### src/rtl/serial_reg_slave_pkg.sv
package serial_reg_slave_pkg;

    localparam int ADDR_W       = 4;
    localparam int NUM_REGS     = 1 << ADDR_W;
    localparam int DATA_W       = 32;
    localparam int WID_W        = $clog2(DATA_W + 1);
    localparam int CNT_W        = 6;
    localparam int HDR_BITS     = ADDR_W;
    localparam int ABSENT_SPAN  = 32;
    localparam int TAB_W        = NUM_REGS * WID_W;

    typedef enum logic [1:0] {
        PH_ADDR  = 2'd0,
        PH_READ  = 2'd1,
        PH_WRITE = 2'd2
    } phase_t;

    typedef struct packed {
        phase_t             phase;
        logic [ADDR_W-1:0]  addr;
        logic [CNT_W-1:0]   cnt;
        logic [DATA_W-1:0]  hold;
    } frame_t;

    localparam frame_t FRAME_IDLE = '{phase: PH_ADDR, addr: '0, cnt: '0, hold: '0};

    function automatic logic [WID_W-1:0] width_at(input logic [TAB_W-1:0] tab,
                                                  input int unsigned idx);
        return tab[idx*WID_W +: WID_W];
    endfunction

    function automatic logic width_ok(input logic [WID_W-1:0] w);
        return (w != '0) && (int'(w) <= DATA_W);
    endfunction

    function automatic logic [DATA_W-1:0] mask_of(input logic [WID_W-1:0] w);
        logic [DATA_W-1:0] m;
        if (!width_ok(w))            m = '0;
        else if (int'(w) >= DATA_W)  m = '1;
        else                         m = (DATA_W'(1) << w) - DATA_W'(1);
        return m;
    endfunction

    function automatic logic [DATA_W-1:0] init_val(input int unsigned idx);
        logic [ADDR_W-1:0] a;
        a = ADDR_W'(idx);
        return {8{a}} ^ 32'h5A5A_5A5A;
    endfunction

    function automatic logic [CNT_W-1:0] sat_inc(input logic [CNT_W-1:0] c);
        return (c == '1) ? c : c + CNT_W'(1);
    endfunction

    function automatic logic read_bit(input logic              valid,
                                      input logic [WID_W-1:0]  w,
                                      input logic [CNT_W-1:0]  idx,
                                      input logic [DATA_W-1:0] data);
        logic [CNT_W-1:0] pos;
        logic             b;
        pos = CNT_W'(w) - idx - CNT_W'(1);
        if (!valid)                       b = (int'(idx) < ABSENT_SPAN);
        else if (CNT_W'(w) > idx)         b = data[pos[$clog2(DATA_W)-1:0]];
        else                              b = 1'b0;
        return b;
    endfunction

endpackage

### src/rtl/srs_pin_sync.sv
module srs_pin_sync #(
    parameter int          STAGES    = 2,
    parameter int          N         = 3,
    parameter logic [N-1:0] RESET_VAL = '0
) (
    input  logic         clk,
    input  logic         rst,
    input  logic [N-1:0] raw,
    output logic [N-1:0] level,
    output logic [N-1:0] rise,
    output logic [N-1:0] fall
);

    logic [N-1:0] stage [STAGES+1];
    logic [N-1:0] prev;

    assign stage[0] = raw;

    for (genvar s = 0; s < STAGES; s++) begin : g_stage
        always_ff @(posedge clk) begin
            if (rst) stage[s+1] <= RESET_VAL;
            else     stage[s+1] <= stage[s];
        end
    end

    always_ff @(posedge clk) begin
        if (rst) prev <= RESET_VAL;
        else     prev <= stage[STAGES];
    end

    assign level = stage[STAGES];
    assign rise  = stage[STAGES] & ~prev;
    assign fall  = ~stage[STAGES] & prev;

endmodule

### src/rtl/srs_reg_bank.sv
module srs_reg_bank
    import serial_reg_slave_pkg::*;
#(
    parameter logic [TAB_W-1:0] WIDTH_TABLE = '0
) (
    input  logic              clk,
    input  logic              rst,
    input  logic              wr_en,
    input  logic [ADDR_W-1:0] wr_addr,
    input  logic [DATA_W-1:0] wr_data,
    input  logic [ADDR_W-1:0] rd_addr,
    output logic [DATA_W-1:0] rd_data
);

    logic [NUM_REGS-1:0][DATA_W-1:0] regs;

    for (genvar i = 0; i < NUM_REGS; i++) begin : g_reg
        localparam logic [WID_W-1:0]  W    = width_at(WIDTH_TABLE, i);
        localparam logic [DATA_W-1:0] MASK = mask_of(W);
        logic [DATA_W-1:0] q;

        always_ff @(posedge clk) begin
            if (rst)                                  q <= init_val(i) & MASK;
            else if (wr_en && wr_addr == ADDR_W'(i))  q <= wr_data & MASK;
        end

        assign regs[i] = q;
    end

    assign rd_data = regs[rd_addr];

    // contents move only in the cycle after a commit strobe
    a_r7_bank_quiet: assert property (@(posedge clk) disable iff (rst)
        !wr_en |=> $stable(regs));

endmodule

### src/rtl/srs_frame_ctrl.sv
module srs_frame_ctrl
    import serial_reg_slave_pkg::*;
#(
    parameter logic [TAB_W-1:0] WIDTH_TABLE = '0
) (
    input  logic              clk,
    input  logic              rst,
    input  logic              sel_hi,
    input  logic              sel_rise,
    input  logic              sck_rise,
    input  logic              sck_fall,
    input  logic              sdi,
    output logic [ADDR_W-1:0] rd_addr,
    input  logic [DATA_W-1:0] rd_data,
    output logic              wr_en,
    output logic [ADDR_W-1:0] wr_addr,
    output logic [DATA_W-1:0] wr_data,
    output logic              sdo,
    output logic              oe
);

    frame_t           fr, fr_nx;
    logic             sdo_q, oe_q;
    logic             sdo_nx, oe_nx;
    logic [WID_W-1:0] cur_w;
    logic             cur_ok;

    assign cur_w  = width_at(WIDTH_TABLE, int'(fr.addr));
    assign cur_ok = width_ok(cur_w);

    always_comb begin
        fr_nx  = fr;
        sdo_nx = sdo_q;
        oe_nx  = oe_q;
        if (sel_hi) begin
            fr_nx  = FRAME_IDLE;
            sdo_nx = 1'b0;
            oe_nx  = 1'b0;
        end else begin
            unique case (fr.phase)
                PH_ADDR: begin
                    if (sck_rise) begin
                        if (int'(fr.cnt) < HDR_BITS) begin
                            fr_nx.addr = {fr.addr[ADDR_W-2:0], sdi};
                            fr_nx.cnt  = fr.cnt + CNT_W'(1);
                        end else begin
                            fr_nx.phase = sdi ? PH_WRITE : PH_READ;
                            fr_nx.cnt   = '0;
                            fr_nx.hold  = '0;
                        end
                    end
                end
                PH_READ: begin
                    if (sck_fall) begin
                        sdo_nx    = read_bit(cur_ok, cur_w, fr.cnt, rd_data);
                        oe_nx     = 1'b1;
                        fr_nx.cnt = sat_inc(fr.cnt);
                    end
                end
                PH_WRITE: begin
                    if (sck_rise) begin
                        fr_nx.hold = {fr.hold[DATA_W-2:0], sdi};
                        fr_nx.cnt  = sat_inc(fr.cnt);
                    end
                end
                default: fr_nx = FRAME_IDLE;
            endcase
        end
    end

    always_ff @(posedge clk) begin
        if (rst) begin
            fr    <= FRAME_IDLE;
            sdo_q <= 1'b0;
            oe_q  <= 1'b0;
        end else begin
            fr    <= fr_nx;
            sdo_q <= sdo_nx;
            oe_q  <= oe_nx;
        end
    end

    assign wr_en   = sel_rise && (fr.phase == PH_WRITE) && cur_ok &&
                     (fr.cnt == CNT_W'(cur_w));
    assign wr_addr = fr.addr;
    assign wr_data = fr.hold;
    assign rd_addr = fr.addr;
    assign sdo     = sdo_q;
    assign oe      = oe_q;

    // a released select turns the line around on the next cycle
    a_r6_release_drops_oe: assert property (@(posedge clk) disable iff (rst)
        sel_hi |=> !oe_q);

    // a released select leaves the engine at the start of the address phase
    a_r1_release_restarts: assert property (@(posedge clk) disable iff (rst)
        sel_hi |=> (fr.phase == PH_ADDR) && (fr.cnt == '0));

    // the line is only ever taken over on a falling serial-clock edge
    a_r2_turn_on_fall: assert property (@(posedge clk) disable iff (rst)
        $rose(oe_q) |-> $past(sck_fall) && !$past(sel_hi));

    // past the register width the line carries zero
    a_r4_overread_zero: assert property (@(posedge clk) disable iff (rst)
        (!sel_hi && sck_fall && fr.phase == PH_READ && cur_ok &&
         fr.cnt >= CNT_W'(cur_w)) |=> !sdo_q);

    // an absent address answers with ones for the first span
    a_r5_absent_ones: assert property (@(posedge clk) disable iff (rst)
        (!sel_hi && sck_fall && fr.phase == PH_READ && !cur_ok &&
         int'(fr.cnt) < ABSENT_SPAN) |=> sdo_q);

    // a write frame never drives the line
    a_r7_write_silent: assert property (@(posedge clk) disable iff (rst)
        (fr.phase == PH_WRITE) |-> !oe_q);

endmodule

### src/rtl/serial_reg_slave.sv
module serial_reg_slave
    import serial_reg_slave_pkg::*;
#(
    parameter int               SYNC_STAGES = 2,
    parameter logic [TAB_W-1:0] WIDTH_TABLE = {
        6'd0,  6'd0,  6'd0,  6'd0,  6'd0,  6'd0,
        6'd20, 6'd31, 6'd4,  6'd12, 6'd24, 6'd1,
        6'd32, 6'd16, 6'd8,  6'd10
    }
) (
    input  logic clk,
    input  logic rst,
    input  logic sel_n_i,
    input  logic sck_i,
    input  logic sdata_i,
    output logic sdata_o,
    output logic sdata_oe_o
);

    localparam int PIN_SEL = 2;
    localparam int PIN_SCK = 1;
    localparam int PIN_DAT = 0;

    logic [2:0]        lvl, rise, fall;
    logic              wr_en;
    logic [ADDR_W-1:0] wr_addr, rd_addr;
    logic [DATA_W-1:0] wr_data, rd_data;

    srs_pin_sync #(
        .STAGES    (SYNC_STAGES),
        .N         (3),
        .RESET_VAL (3'b100)
    ) u_sync (
        .clk   (clk),
        .rst   (rst),
        .raw   ({sel_n_i, sck_i, sdata_i}),
        .level (lvl),
        .rise  (rise),
        .fall  (fall)
    );

    srs_frame_ctrl #(
        .WIDTH_TABLE (WIDTH_TABLE)
    ) u_ctrl (
        .clk      (clk),
        .rst      (rst),
        .sel_hi   (lvl[PIN_SEL]),
        .sel_rise (rise[PIN_SEL]),
        .sck_rise (rise[PIN_SCK]),
        .sck_fall (fall[PIN_SCK]),
        .sdi      (lvl[PIN_DAT]),
        .rd_addr  (rd_addr),
        .rd_data  (rd_data),
        .wr_en    (wr_en),
        .wr_addr  (wr_addr),
        .wr_data  (wr_data),
        .sdo      (sdata_o),
        .oe       (sdata_oe_o)
    );

    srs_reg_bank #(
        .WIDTH_TABLE (WIDTH_TABLE)
    ) u_bank (
        .clk     (clk),
        .rst     (rst),
        .wr_en   (wr_en),
        .wr_addr (wr_addr),
        .wr_data (wr_data),
        .rd_addr (rd_addr),
        .rd_data (rd_data)
    );

    // nothing is driven while the block is held in reset
    a_r9_quiet_in_reset: assert property (@(posedge clk)
        $past(rst) |-> !sdata_oe_o && !sdata_o);

    // enable is low whenever the synchronized select is high for two samples
    a_r6_idle_undriven: assert property (@(posedge clk) disable iff (rst)
        (lvl[PIN_SEL] && $past(lvl[PIN_SEL])) |-> !sdata_oe_o);

endmodule

### config.mk
export PLATFORM = sky130hd
export DESIGN_NAME = serial_reg_slave
export DESIGN_NICKNAME = d
export VERILOG_FILES = /design/src/rtl/serial_reg_slave_pkg.sv /design/src/rtl/srs_pin_sync.sv /design/src/rtl/srs_reg_bank.sv /design/src/rtl/srs_frame_ctrl.sv /design/src/rtl/serial_reg_slave.sv
export SDC_FILE = /design/constraint.sdc
export NUM_CORES = 1
export LEC_CHECK = 0
export BUFFER_PORTS_ARGS = -buffer_cell sky130_fd_sc_hd__clkbuf_2
export CAP_MARGIN = 20
export CORE_ASPECT_RATIO = 1.25
export CORE_MARGIN = 2
export CORE_UTILIZATION = 36
export DETAILED_ROUTE_END_ITERATION = 16
export PLACE_DENSITY = 0.49
export SKIP_LAST_GASP = 1
export SYNTH_ARGS = -nofsm -noshare
export SYNTH_HDL_FRONTEND = slang
export SYNTH_HIERARCHICAL = 1
export SYNTH_SLANG_ARGS = --single-unit
### constraint.sdc
create_clock -name clk -period 7.2 [get_ports clk]
set_clock_uncertainty 0.1 [all_clocks]
set_input_delay 1.44 -clock clk [delete_from_list [all_inputs] [get_ports clk]]
set_output_delay 1.44 -clock clk [all_outputs]
set_load 0.01 [all_outputs]
Yosys cells after proc, flatten, opt, wreduce, memory -nomap -nowiden
Cells that the tools add are included.

operators by class
  magnitude comparators = 6
  reduce and logical (&&, ||, !) cells = 24
  mux-type cells = 18
  eq/ne operators = 18
  shift operators = 1
  $mul = 1
  bitwise gates (word level) = 6
  add/subtract/negate cells = 3

operators by type and width
  kind                       number
  $bmux W32 S4               1
  $pmux W32 S3               1
  $shiftx A96 B8 Y6 const A  1
  $mux W32                   2
  $mux W44                   1
  $mux W38                   1
  $mux W6                    3
  $pmux W6 S3                1
  $eq A4 B3 Y1 const B       4
  $logic_and A1 B1 Y1        14
  $pmux W6 S2                1
  $reduce_and A3 Y1          3
  $eq A4 B2 Y1 const B       2
  $eq A4 B4 Y1 const B       2
  $ne A2 B2 Y1 const B       4
  $add A6 B1 Y6 const B      1
  $eq A6 B6 Y1               1
  $eq A6 B6 Y1 const B       1
  $gt A6 B6 Y1               1
  $le A6 B6 Y1 const B       1
  $lt A5 B6 Y1 const B       1
  $lt A6 B3 Y1 const B       1
  $lt A6 B6 Y1 const B       1
  $mul A4 B2 Y6 const B      1
  other kinds (22)           27

word-level totals
  word-level logic and storage cells = 96
  bits in registers = 213
  output and inout bits = 2
  input bits = 5

Logic depth before layout (Yosys ltp)
Gate-level depths: netlist of the first run.

  depth after elaboration = 8
  depth in mapped cells = 16
  mapped depth without buffers = 13

By module
Netlist of the first run, hierarchy kept.

by module, submodules not included
  module          area each (µm²)  instances  cells an instance
  srs_reg_bank    6981.7           1          851
  srs_frame_ctrl  3005.4           1          366
  srs_pin_sync    296.5            1          27

Worst setup path after synthesis of the first run
Ideal clock, no wire load.

  path kind = register -> register
  start point = reg u_ctrl.fr, in the netlist u_ctrl/rd_addr[1]
  end point = reg u_bank.g_reg[3].q[6]
  data arrival time = 3.099 ns
  setup slack = 3.881 ns
  clock period less this slack = 3.319 ns
  cell stages (with the launch flop) = 15
  cell sequence = dfxtp_1 > clkbuf_1 > inv_1 > ha_1 > nand2_1 > o21ai_0 > mux2_2 > ha_1 > nand4_1 > nor2_1 > and4_1 > nor3b_2 > nand3_2 > buf_2 > a211o_1

between the ends
  longest elaborated chain between the ends = 7

ends and longest elaborated chain
  item                                                line                        text
  start: declaration                                  srs_frame_ctrl.sv:22        frame_t fr, fr_nx;
  start signal: assignment                            srs_frame_ctrl.sv:77        fr <= fr_nx;
  $mul A4 B2 Y6 *                                     serial_reg_slave_pkg.sv:29  return tab[idx*WID_W +: WID_W];
  $shiftx A96 B8 Y6 *                                 serial_reg_slave_pkg.sv:29
  $le A6 B6 Y1 or $reduce_bool A6 Y1 (tied branches)  serial_reg_slave_pkg.sv:33  return (w != '0) && (int'(w) <= DATA_W);
  $logic_and A1 B1 Y1                                 serial_reg_slave_pkg.sv:33
  $logic_and A1 B1 Y1                                 srs_frame_ctrl.sv:83        assign wr_en = sel_rise && (fr.phase == PH_WRITE) && cur_ok &&
  $logic_and A1 B1 Y1 *                               srs_frame_ctrl.sv:83
  net wr_en                                           serial_reg_slave.sv:25      logic wr_en;
  $logic_and A1 B1 Y1 *                               srs_reg_bank.sv:24          else if (wr_en && wr_addr == ADDR_W'(i)) q <= wr_data & MASK;
  end signal: assignment                              srs_reg_bank.sv:23          if (rst) q <= init_val(i) & MASK;
  end signal: assignment                              srs_reg_bank.sv:24
  end: declaration                                    srs_reg_bank.sv:20          logic [DATA_W-1:0] q;

The timed path passes the listed nets; every way through them passes the cells marked *.
A chain may end at the register's enable or synchronous reset.

Final worst setup path of the first run
Same ends and word-level chain as after synthesis.

==> metrics, run 1 <==
first-pass GRT wire length=45.4 mm; Reg area=4250 µm²; residual overflow from global routing=0; worst hold path type=reg2reg; Worst setup EP type=register; # fillers=2870; Area Growth Syn to Fin=6.80%; cell count after synthesis=1238; headroom to the max-slew limit=0.282; Power Total=2.46 mW; initial antenna violation count=0; maximum buffer depth of the clock tree=3; average detailed-routed wire length per instance=18.8 µm; die outline width=155 µm; clock sink count=212; DRC marker count from the first detailed-route iteration=550; Cell Chain, Critical Path=buf_4, inv_1, ha_1, nand2_1, o21ai_0, mux2_2, ha_1, nand4_1, nor2_1, and4_1, nor3b_2, nand3_2, a211o_1; result of the run=completed; cell area power density=225 nW/µm²; Die Span Y=192 µm; dominant cell type by count on the critical path=sky130_fd_sc_hd__ha_1; die footprint=29800 µm²; Layout Nets=1175; synthesized net count=1260; pins over their slew limit=0; worst hold path endpoint=u_sync/level[2]; Skew-Pair Late Insertion Delay=0.51 ns; number of core rows=69; total via count in the routed design=8208; reg-to-reg critical path endpoint=u_bank/g_reg[3].q[6]; Critical-path top delay cell=sky130_fd_sc_hd__nand3_2; delay of the slowest cell on the worst path=0.76 ns; register-to-register setup slack=2.79 ns; Total Wirelength=28.6 mm; startpoint types=register; count of warnings emitted by yosys=6; Max rail drop VDD=154 µV; number of buffers added on ports=6; I/O pin total=7; depth of the worst register-to-register path=13; total iterations of the first detailed-routing run=5; WP data required=7.49 ns; CTS resizes=0; TritonCTS clock tree=built; final worst path period share=0.613; Total GRT Usage=0.192; clock root cell=sky130_fd_sc_hd__clkbuf_16; min cycle time layout=4.41 ns; RD Place Congestion=0.772; mapped cell area=10200 µm²; total of max-cap violations=0; Vias/cell=5.39; hold-fix buffer count after cts=0; DRC Markers=0; static power due to leakage=3.77 nW; half-perimeter wire length of the detailed placement result=16.9 mm; Fin. Hold Viols=0; via count of the first global-routing pass=7845; Worst Hold Depth=1; Worst Min Path Start=u_sync/stage[5]; transition time at the pin with the least slew margin=1.07 ns; number of buffers inserted during clock tree synthesis=23; mean cell area of the mapped netlist=8.26 µm²; crit path max fanout=45; Final ANT Viol Nets=0; Multi-input gate area=5160 µm²; CP Data Arrival Time=4.70 ns; maximum number of pins on one net before global-route repair=116; FF-to-FF Start=u_ctrl/rd_addr[1]; maximum clock frequency=0.227 GHz; setup-violating endpoint count in the final report=0; startpoint-to-endpoint class of the critical path=reg2reg; Clk pin slew, worst setup/hold paths=0.06 ns; area of the core region=28200 µm²; setup bufs post-CTS=0; setup repair after global routing missed its margin=false; htree depth=1; ANT cells=0; share of cells above drive strength 1=0.0899; initial core utilization=0.362; final total negative setup slack=0 ns
[worst max path at each step]
stage / startpoint / endpoint / cells past startpoint / slack [ns]
after floorplan: u_ctrl/rd_addr[1] / u_bank/g_reg[3].q[6] / 14 / 3.88
after CTS: u_ctrl/rd_addr[1] / u_bank/g_reg[3].q[0] / 11 / 2.73
final: u_ctrl/rd_addr[1] / u_bank/g_reg[3].q[6] / 13 / 2.79
after detailed placement: u_ctrl/rd_addr[1] / u_bank/g_reg[3].q[0] / 11 / 2.73
after global placement: u_ctrl/rd_addr[1] / u_bank/g_reg[3].q[6] / 13 / 2.88
after global routing: u_ctrl/rd_addr[1] / u_bank/g_reg[3].q[0] / 11 / 2.48
[cell usage in the layout, fill, tap and decap left out, drive strengths merged, types with 6 or more instances in the layout]
cell      n
nand2   329
nand3b   66
mux2i    33
dfxtp   212
nor2b    14
a211o    18
o21ai    16
clkbuf   41
a21oi   118
nor2     63
ha       16
or2       7
nor3      9
mux4     16
nand3    38
mux2     13
nand2b    7
a221oi    7
o22ai    12
inv      21
buf      18
a21o      6
a22oi    27
[flip-flops by register name, indices dropped and copies added, names as in the netlist]
name,count
u_ctrl/rd_addr,4
u_sync/stage,3
u_bank/g.q,158
u_ctrl/oe,1
u_ctrl/wr_data,32
u_sync/prev,2
u_ctrl/fr,8
u_sync/level,3
u_ctrl/sdo,1
[stage by stage]
step	setup slack, ns	hold slack [ns]	util	std cells	instance area, µm²
after floorplan	3.88	0.283	-	1238	10200
after global placement	2.88	0.287	0.357	1480	10100
after detailed placement	2.73	0.297	0.358	1482	10100
after CTS	2.73	0.311	0.386	1522	10900
after global routing	2.48	0.349	0.387	1523	10900
final	2.79	0.306	0.387	1523	10900
[power breakdown]
group	switching [mW]	internal (mW)	leakage, nW
Clock	0.481	0.775	0.389
Combinational	0.0206	0.0111	1.67
Sequential	0.000863	1.17	1.71
Total	0.503	1.96	3.77
[per-layer routing]
metal  wire, µm  vias up  GRT usage
li1           -     4022          -
met5          0        -          0
met2      14100      149      0.337
met3        950       49     0.0186
met1      12800     3988      0.251
met4        714        0     0.0559
[worst max-delay path: cells and delay by family, from the launching register on]
kind,cells,cell delay (ns)
AO/OA/AOI/OAI,2,0.60
adder cells (fa/ha/maj),2,0.66
buffers and inverters,2,0.59
flip-flops,1,0.31
multiplexers,1,0.28
AND/OR/NAND/NOR,6,1.76
[final cells by class]
class                      instances  area share
multi-input combinational        872       0.472
inverter                          21     0.00721
timing repair buffer              23      0.0179
sequential                       212       0.389
clock inverter                     4     0.00893
tap                              355      0.0407
clock buffer                      36      0.0645
Note: power is estimated with default switching activity, not from simulation.
==> run 2: changes to the inputs <==
--- a/config.mk
+++ b/config.mk
@@ -11,7 +11,7 @@
 export CORE_MARGIN = 2
 export CORE_UTILIZATION = 36
 export DETAILED_ROUTE_END_ITERATION = 16
-export PLACE_DENSITY = 0.49
+export PLACE_DENSITY = 0.51
 export SKIP_LAST_GASP = 1
 export SYNTH_ARGS = -nofsm -noshare
 export SYNTH_HDL_FRONTEND = slang
==> constraint.sdc (replaced) <==
create_clock -name clk -period 3.55 [get_ports clk]
set_clock_uncertainty 0.1 [all_clocks]
set_input_delay 0.71 -clock clk [delete_from_list [all_inputs] [get_ports clk]]
set_output_delay 0.71 -clock clk [all_outputs]
set_load 0.01 [all_outputs]
==> metrics, run 2 (same netlist as run 1, synthesis figures left out) <==
result of the run=completed; Multi-input gate area=5160 µm² (+0.12%); Final WS setup=0.175 ns (-2.61 ns); Skew-Pair Late Insertion Delay=0.52 ns (about the same); setup-violating endpoint count in the final report=0 (unchanged); Area Growth Syn to Fin=9.45%; met3 usage=0.0229 (+0.00427); half-perimeter wire length of the detailed placement result=17.4 mm (+2.6%); min cycle time layout=3.37 ns (-1.04 ns); startpoint types=register; clock sink count=212 (unchanged); setup repair after global routing missed its margin=true; worst slack at placement=0.102 ns (-2.63 ns); static power due to leakage=3.90 nW (+3.5%); Layout Nets=1192 (+1.4%); leading cell types in the layout, fill and taps excluded=sky130_fd_sc_hd__nand2_1 (329), sky130_fd_sc_hd__dfxtp_1 (210), sky130_fd_sc_hd__a21oi_1 (116); # fillers=2884 (+0.49%); RD Place Congestion=0.770 (-0.25%); Inst Count DP=1498 (+1.1%); htree depth=1 (unchanged); clock root cell=sky130_fd_sc_hd__clkbuf_16; average detailed-routed wire length per instance=18.6 µm (-1.2%); total iterations of the first detailed-routing run=5 (unchanged); share of total power consumed by net switching=0.207 (+0.00299); Fin. Hold Viols=0 (unchanged); area of the core region=28200 µm² (unchanged); maximum number of pins on one net before global-route repair=167 (+44%); final worst path period share=0.951 (+0.338); I/O pin total=7 (unchanged); cell area after layout=11200 µm² (+2.5%); transition time at the pin with the least slew margin=0.765 ns (-0.310 ns); hold-fix buffer count after cts=0 (unchanged); cell area power density=466 nW/µm² (+110%); initial antenna violation count=0 (unchanged); Die Span Y=192 µm (unchanged); Worst setup EP type=register; total via count in the routed design=8297 (+1.1%); via count of the first global-routing pass=8179 (+4.3%); Final ANT Viol Nets=0 (unchanged); maximum buffer depth of the clock tree=3 (unchanged); Total GRT Usage=0.195 (+0.00253); DRC Markers=0 (unchanged); layer with the highest usage after global routing=met2; Reg with most FFs=u_bank/g.q; die outline width=155 µm (unchanged); TritonCTS clock tree=built; GR Layer Usage met2=0.354 (+0.0168); pins over their slew limit=0 (unchanged); Reg area=4250 µm² (unchanged); leading cell type in the layout, fill and taps excluded=sky130_fd_sc_hd__nand2_1; die footprint=29800 µm² (unchanged); Vias/cell=5.38 (-0.23%); headroom to the max-slew limit=0.490 (+0.208); max FFs per register=158 (unchanged); utilization of the core after routing=0.397 (+0.00962); met1 usage in global routing=0.245 (-0.00640); clock network fraction of total power=0.531 (+0.021); share of cells above drive strength 1=0.107 (+0.0170); NetSw=1.08 mW (+110%); Total Wirelength=28.6 mm (+0.10%); initial core utilization=0.362 (unchanged); residual overflow from global routing=0 (unchanged); total of max-cap violations=0 (unchanged); crit path max fanout=12 (-73%); number of buffers inserted during clock tree synthesis=24 (+4.3%); CP Data Arrival Time=3.68 ns (-1.02 ns); Clk pin slew, worst setup/hold paths=0.06 ns (about the same); final total negative setup slack=0 ns (unchanged); portion of total power attributed to combinational logic=0.012 (about the same); placed instance area=10300 µm² (+1.9%); Power Internal=4.14 mW (+110%); final cell count without fillers=1543 (+1.3%); maximum clock frequency=0.296 GHz (+31%); Max rail drop VDD=306 µV (+99%); WP data required=3.86 ns (-3.63 ns); first-pass GRT wire length=45.8 mm (+0.76%); worst hold path type=in2reg; startpoint-to-endpoint class of the critical path=reg2reg; number of buffers added on ports=6 (unchanged); number of core rows=69 (unchanged); Reg power frac=0.457 (-0.020); ANT cells=0 (unchanged); DRC marker count from the first detailed-route iteration=530 (-3.6%)
-- run 2: final timing paths --
kind                          start                   end  slack [ns]  cells after the start
setup / recovery  u_ctrl/rd_addr[1]  u_bank/g_reg[1].q[0]        0.18                     14
hold / removal              sel_n_i       u_sync/stage[5]        0.26                      2
setup reg to reg  u_ctrl/rd_addr[1]  u_bank/g_reg[1].q[0]        0.18                     14
hold reg to reg     u_sync/stage[5]       u_sync/level[2]        0.30                      1
-- run 2: power by group through the flow --
stage | registers (mW) | clock network, mW | logic (mW)
global route | 2.38 | 2.94 | 0.0685
finish | 2.38 | 2.77 | 0.0627
floorplan | 2.44 | 0 | 0.0460
detailed placement | 2.44 | 0 | 0.0636
CTS | 2.38 | 2.83 | 0.0637
global placement | 2.44 | 0 | 0.0637
-- run 2: layout make-up --
class	count	area share
clock buffer	32	0.0618
clock inverter	12	0.0174
inverter	21	0.00704
multi-input combinational	872	0.461
sequential	212	0.379
tap	355	0.0397
timing repair buffer	39	0.0335
-- run 2: layer usage --
metal	up-vias	wire (µm)	part of all wire
li1	4055	-	-
met1	4045	12600	0.44
met2	154	14300	0.50
met3	43	1150	0.040
met4	0	598	0.021
met5	-	0	0
-- run 2: per-stage QoR --
stage | total power [mW] | hold slack (ns)
after CTS | 5.28 | 0.253
after global placement | 2.50 | 0.285
after floorplan | 2.48 | 0.283
final | 5.22 | 0.265
after detailed placement | 2.50 | 0.291
after global routing | 5.39 | 0.264
-- run 2: timing repair --
| action | CTS | global route |
|---|---|---|
| resized for setup | 0 | 4 |
| setup buffers | 0 | 1 |
| setup endpoints to repair | 0 | 63 |
-- run 2: worst max-delay path, cell delays in order, from the launching register on --
cell and delay (ns):
sky130_fd_sc_hd__dfxtp_2 0.39, sky130_fd_sc_hd__inv_1 0.09, sky130_fd_sc_hd__ha_1 0.28, sky130_fd_sc_hd__nand2_1 0.06
sky130_fd_sc_hd__o21ai_0 0.07, sky130_fd_sc_hd__mux2_2 0.27, sky130_fd_sc_hd__ha_1 0.36, sky130_fd_sc_hd__nand4_1 0.14
sky130_fd_sc_hd__nor2_1 0.18, sky130_fd_sc_hd__and4_1 0.26, sky130_fd_sc_hd__nor3b_4 0.33, sky130_fd_sc_hd__buf_4 0.17
sky130_fd_sc_hd__nand3b_1 0.06, sky130_fd_sc_hd__buf_4 0.21, sky130_fd_sc_hd__a211o_1 0.30
==> run 3: changes to the inputs <==
--- a/config.mk
+++ b/config.mk
@@ -5,6 +5,7 @@
 export SDC_FILE = /design/constraint.sdc
 export NUM_CORES = 1
 export LEC_CHECK = 0
+export ABC_AREA = 1
 export BUFFER_PORTS_ARGS = -buffer_cell sky130_fd_sc_hd__clkbuf_2
 export CAP_MARGIN = 20
 export CORE_ASPECT_RATIO = 1.25
==> metrics, run 3 <==
result of the run=completed; clock sink count=212 (unchanged); crit path max fanout=13 (+1); hold-fix buffer count after cts=0 (unchanged); number of buffers inserted during clock tree synthesis=24 (unchanged); # fillers=3198 (+11%); maximum buffer depth of the clock tree=3 (unchanged); initial antenna violation count=0 (unchanged); half-perimeter wire length of the detailed placement result=20.2 mm (+16%); mean cell area of the mapped netlist=7.12 µm² (-14%); via count of the first global-routing pass=9117 (+11%); final total negative setup slack=0 ns (unchanged); leading cell types in the layout, fill and taps excluded=sky130_fd_sc_hd__nand2_1 (431), sky130_fd_sc_hd__dfxtp_1 (211), sky130_fd_sc_hd__nand3_1 (151); die outline width=159 µm (+2.7%); synthesized net count=1541 (+22%); startpoint-to-endpoint class of the critical path=reg2reg; DRC marker count from the first detailed-route iteration=589 (+11%); TritonCTS clock tree=built; count of warnings emitted by yosys=6 (unchanged); cell count after synthesis=1519 (+23%); transition time at the pin with the least slew margin=0.759 ns (-0.00571 ns); leading cell type in the layout, fill and taps excluded=sky130_fd_sc_hd__nand2_1; Layout Nets=1474 (+24%); static power due to leakage=4.94 nW (+27%); Worst Min Path Start=sel_n_i; FF-to-FF Start=u_ctrl/rd_addr[0]; utilization of the core after routing=0.392 (-0.00466); CTS resizes=0 (unchanged); initial core utilization=0.368 (+0.00511); setup repair after global routing missed its margin=false; headroom to the max-slew limit=0.493 (+0.00307); Fin. Hold Viols=0 (unchanged); Critical-path top delay cell=sky130_fd_sc_hd__dfxtp_2; average detailed-routed wire length per instance=17.3 µm (-6.6%); Die Span Y=198 µm (+2.8%); setup-violating endpoint count in the final report=0 (unchanged); final worst path period share=0.924 (-0.0265); reg-to-reg critical path endpoint=u_bank/g_reg[6].q[3]; I/O pin total=7 (unchanged); min cycle time layout=3.28 ns (-0.0939 ns); maximum clock frequency=0.305 GHz (+2.9%); Skew-Pair Late Insertion Delay=0.52 ns (about the same); delay of the slowest cell on the worst path=0.38 ns (about the same); Total GRT Usage=0.204 (+0.00930); cell area after layout=11500 µm² (+3.0%); RD Place Congestion=0.820 (+6.5%); clock root cell=sky130_fd_sc_hd__clkbuf_16; CP Data Arrival Time=3.64 ns (-0.04 ns); die footprint=31500 µm² (+5.6%); Cell Chain, Critical Path=inv_1, ha_1, inv_1, nor2_1, nand2_1, o211ai_1, ha_1, nand2_1, nor2_1, nand3_1, nor3_1, buf_4, inv_1, nor2_2, nand2_1, inv_2, a21oi_1, o21ai_1; depth of the worst register-to-register path=18 (+4); Reg area=4250 µm² (about the same); share of cells above drive strength 1=0.127 (+0.0206); setup bufs post-CTS=0 (unchanged); max FFs per register=158 (unchanged); maximum number of pins on one net before global-route repair=61 (-63%); Max rail drop VDD=341 µV (+11%); WP data required=3.91 ns (+0.05 ns); worst hold path type=in2reg; Clk pin slew, worst setup/hold paths=0.06 ns (about the same); register-to-register setup slack=0.27 ns (+0.09 ns); ANT cells=0 (unchanged); number of core rows=70 (+1.4%); worst hold path endpoint=u_sync/stage[5]; Final ANT Viol Nets=0 (unchanged); mapped cell area=10800 µm² (+5.7%); Worst Hold Depth=3 (+1); cell area power density=429 nW/µm² (-7.8%); DRC Markers=0 (unchanged); htree depth=1 (unchanged); placed instance area=10800 µm² (+4.7%); Reg with most FFs=u_bank/g.q; first-pass GRT wire length=51.2 mm (+12%); number of buffers added on ports=6 (unchanged); startpoint types=register; Vias/cell=5.10 (-5.1%); pins over their slew limit=0 (unchanged); Worst setup EP type=register; Multi-input gate area=5280 µm² (+2.2%); Total Wirelength=32.3 mm (+13%); residual overflow from global routing=0 (unchanged); Area Growth Syn to Fin=6.66%; area of the core region=29400 µm² (+4.2%); total iterations of the first detailed-routing run=5 (unchanged); total of max-cap violations=0 (unchanged); total via count in the routed design=9508 (+15%)
## run 3: worst max-delay path, delay by kind of cell (launching register included)
family | cells | cell delay [ns]
AOI/OAI and AO/OA | 3 | 0.26
and+or+nand+nor | 8 | 1.14
buffers and inverters | 5 | 0.75
adders and majority gates | 2 | 0.57
DFF | 1 | 0.38
## run 3: through the flow
| step | total power, mW | cells | hold slack [ns] | setup WS [ns] |
|---|---|---|---|---|
| 2_1_floorplan | 2.52 | 1519 | 0.286 | 0.806 |
| 3_3_place_gp | 2.56 | 1822 | 0.293 | 0.370 |
| 3_5_place_dp | 2.56 | 1822 | 0.296 | 0.315 |
| 4_1_cts | 5.02 | 1863 | 0.242 | 0.298 |
| 5_1_grt | 5.09 | 1863 | 0.280 | 0.0927 |
| 6_report | 4.95 | 1863 | 0.267 | 0.269 |
## run 3: area by class of cell
| type | instances | area share |
|---|---|---|
| multi-input cells | 1061 | 0.457 |
| clock inverters | 6 | 0.00531 |
| flip-flops and latches | 212 | 0.368 |
| repair buffers | 39 | 0.0273 |
| clock buffers | 35 | 0.0610 |
| inverters | 114 | 0.0382 |
| well taps | 396 | 0.0429 |
## run 3: how the worst max path moves through the flow
stage                       from                    end  slack [ns]  depth (start not counted)
2_1_floorplan  u_ctrl/rd_addr[1]  u_bank/g_reg[5].q[20]        0.81                         18
3_3_place_gp   u_ctrl/rd_addr[0]   u_bank/g_reg[6].q[3]        0.37                         18
3_5_place_dp   u_ctrl/rd_addr[0]   u_bank/g_reg[6].q[3]        0.32                         18
4_1_cts        u_ctrl/rd_addr[0]   u_bank/g_reg[6].q[3]        0.30                         18
5_1_grt        u_ctrl/rd_addr[1]   u_bank/g_reg[6].q[4]        0.09                         18
6_report       u_ctrl/rd_addr[0]   u_bank/g_reg[6].q[3]        0.27                         18
## run 3: layer usage
| metal | vias to the layer above | wire [µm] | global-route usage |
|---|---|---|---|
| li1 | 4729 | - | - |
| met1 | 4522 | 14400 | 0.258 |
| met2 | 205 | 15700 | 0.363 |
| met3 | 52 | 1390 | 0.0239 |
| met4 | 0 | 789 | 0.0660 |
| met5 | - | 0 | 0 |
## run 3: where the power goes
| group | switching [mW] | internal [mW] |
|---|---|---|
| clock | 1.01 | 1.44 |
| combinational | 0.0871 | 0.0321 |
| sequential | 0.00207 | 2.38 |
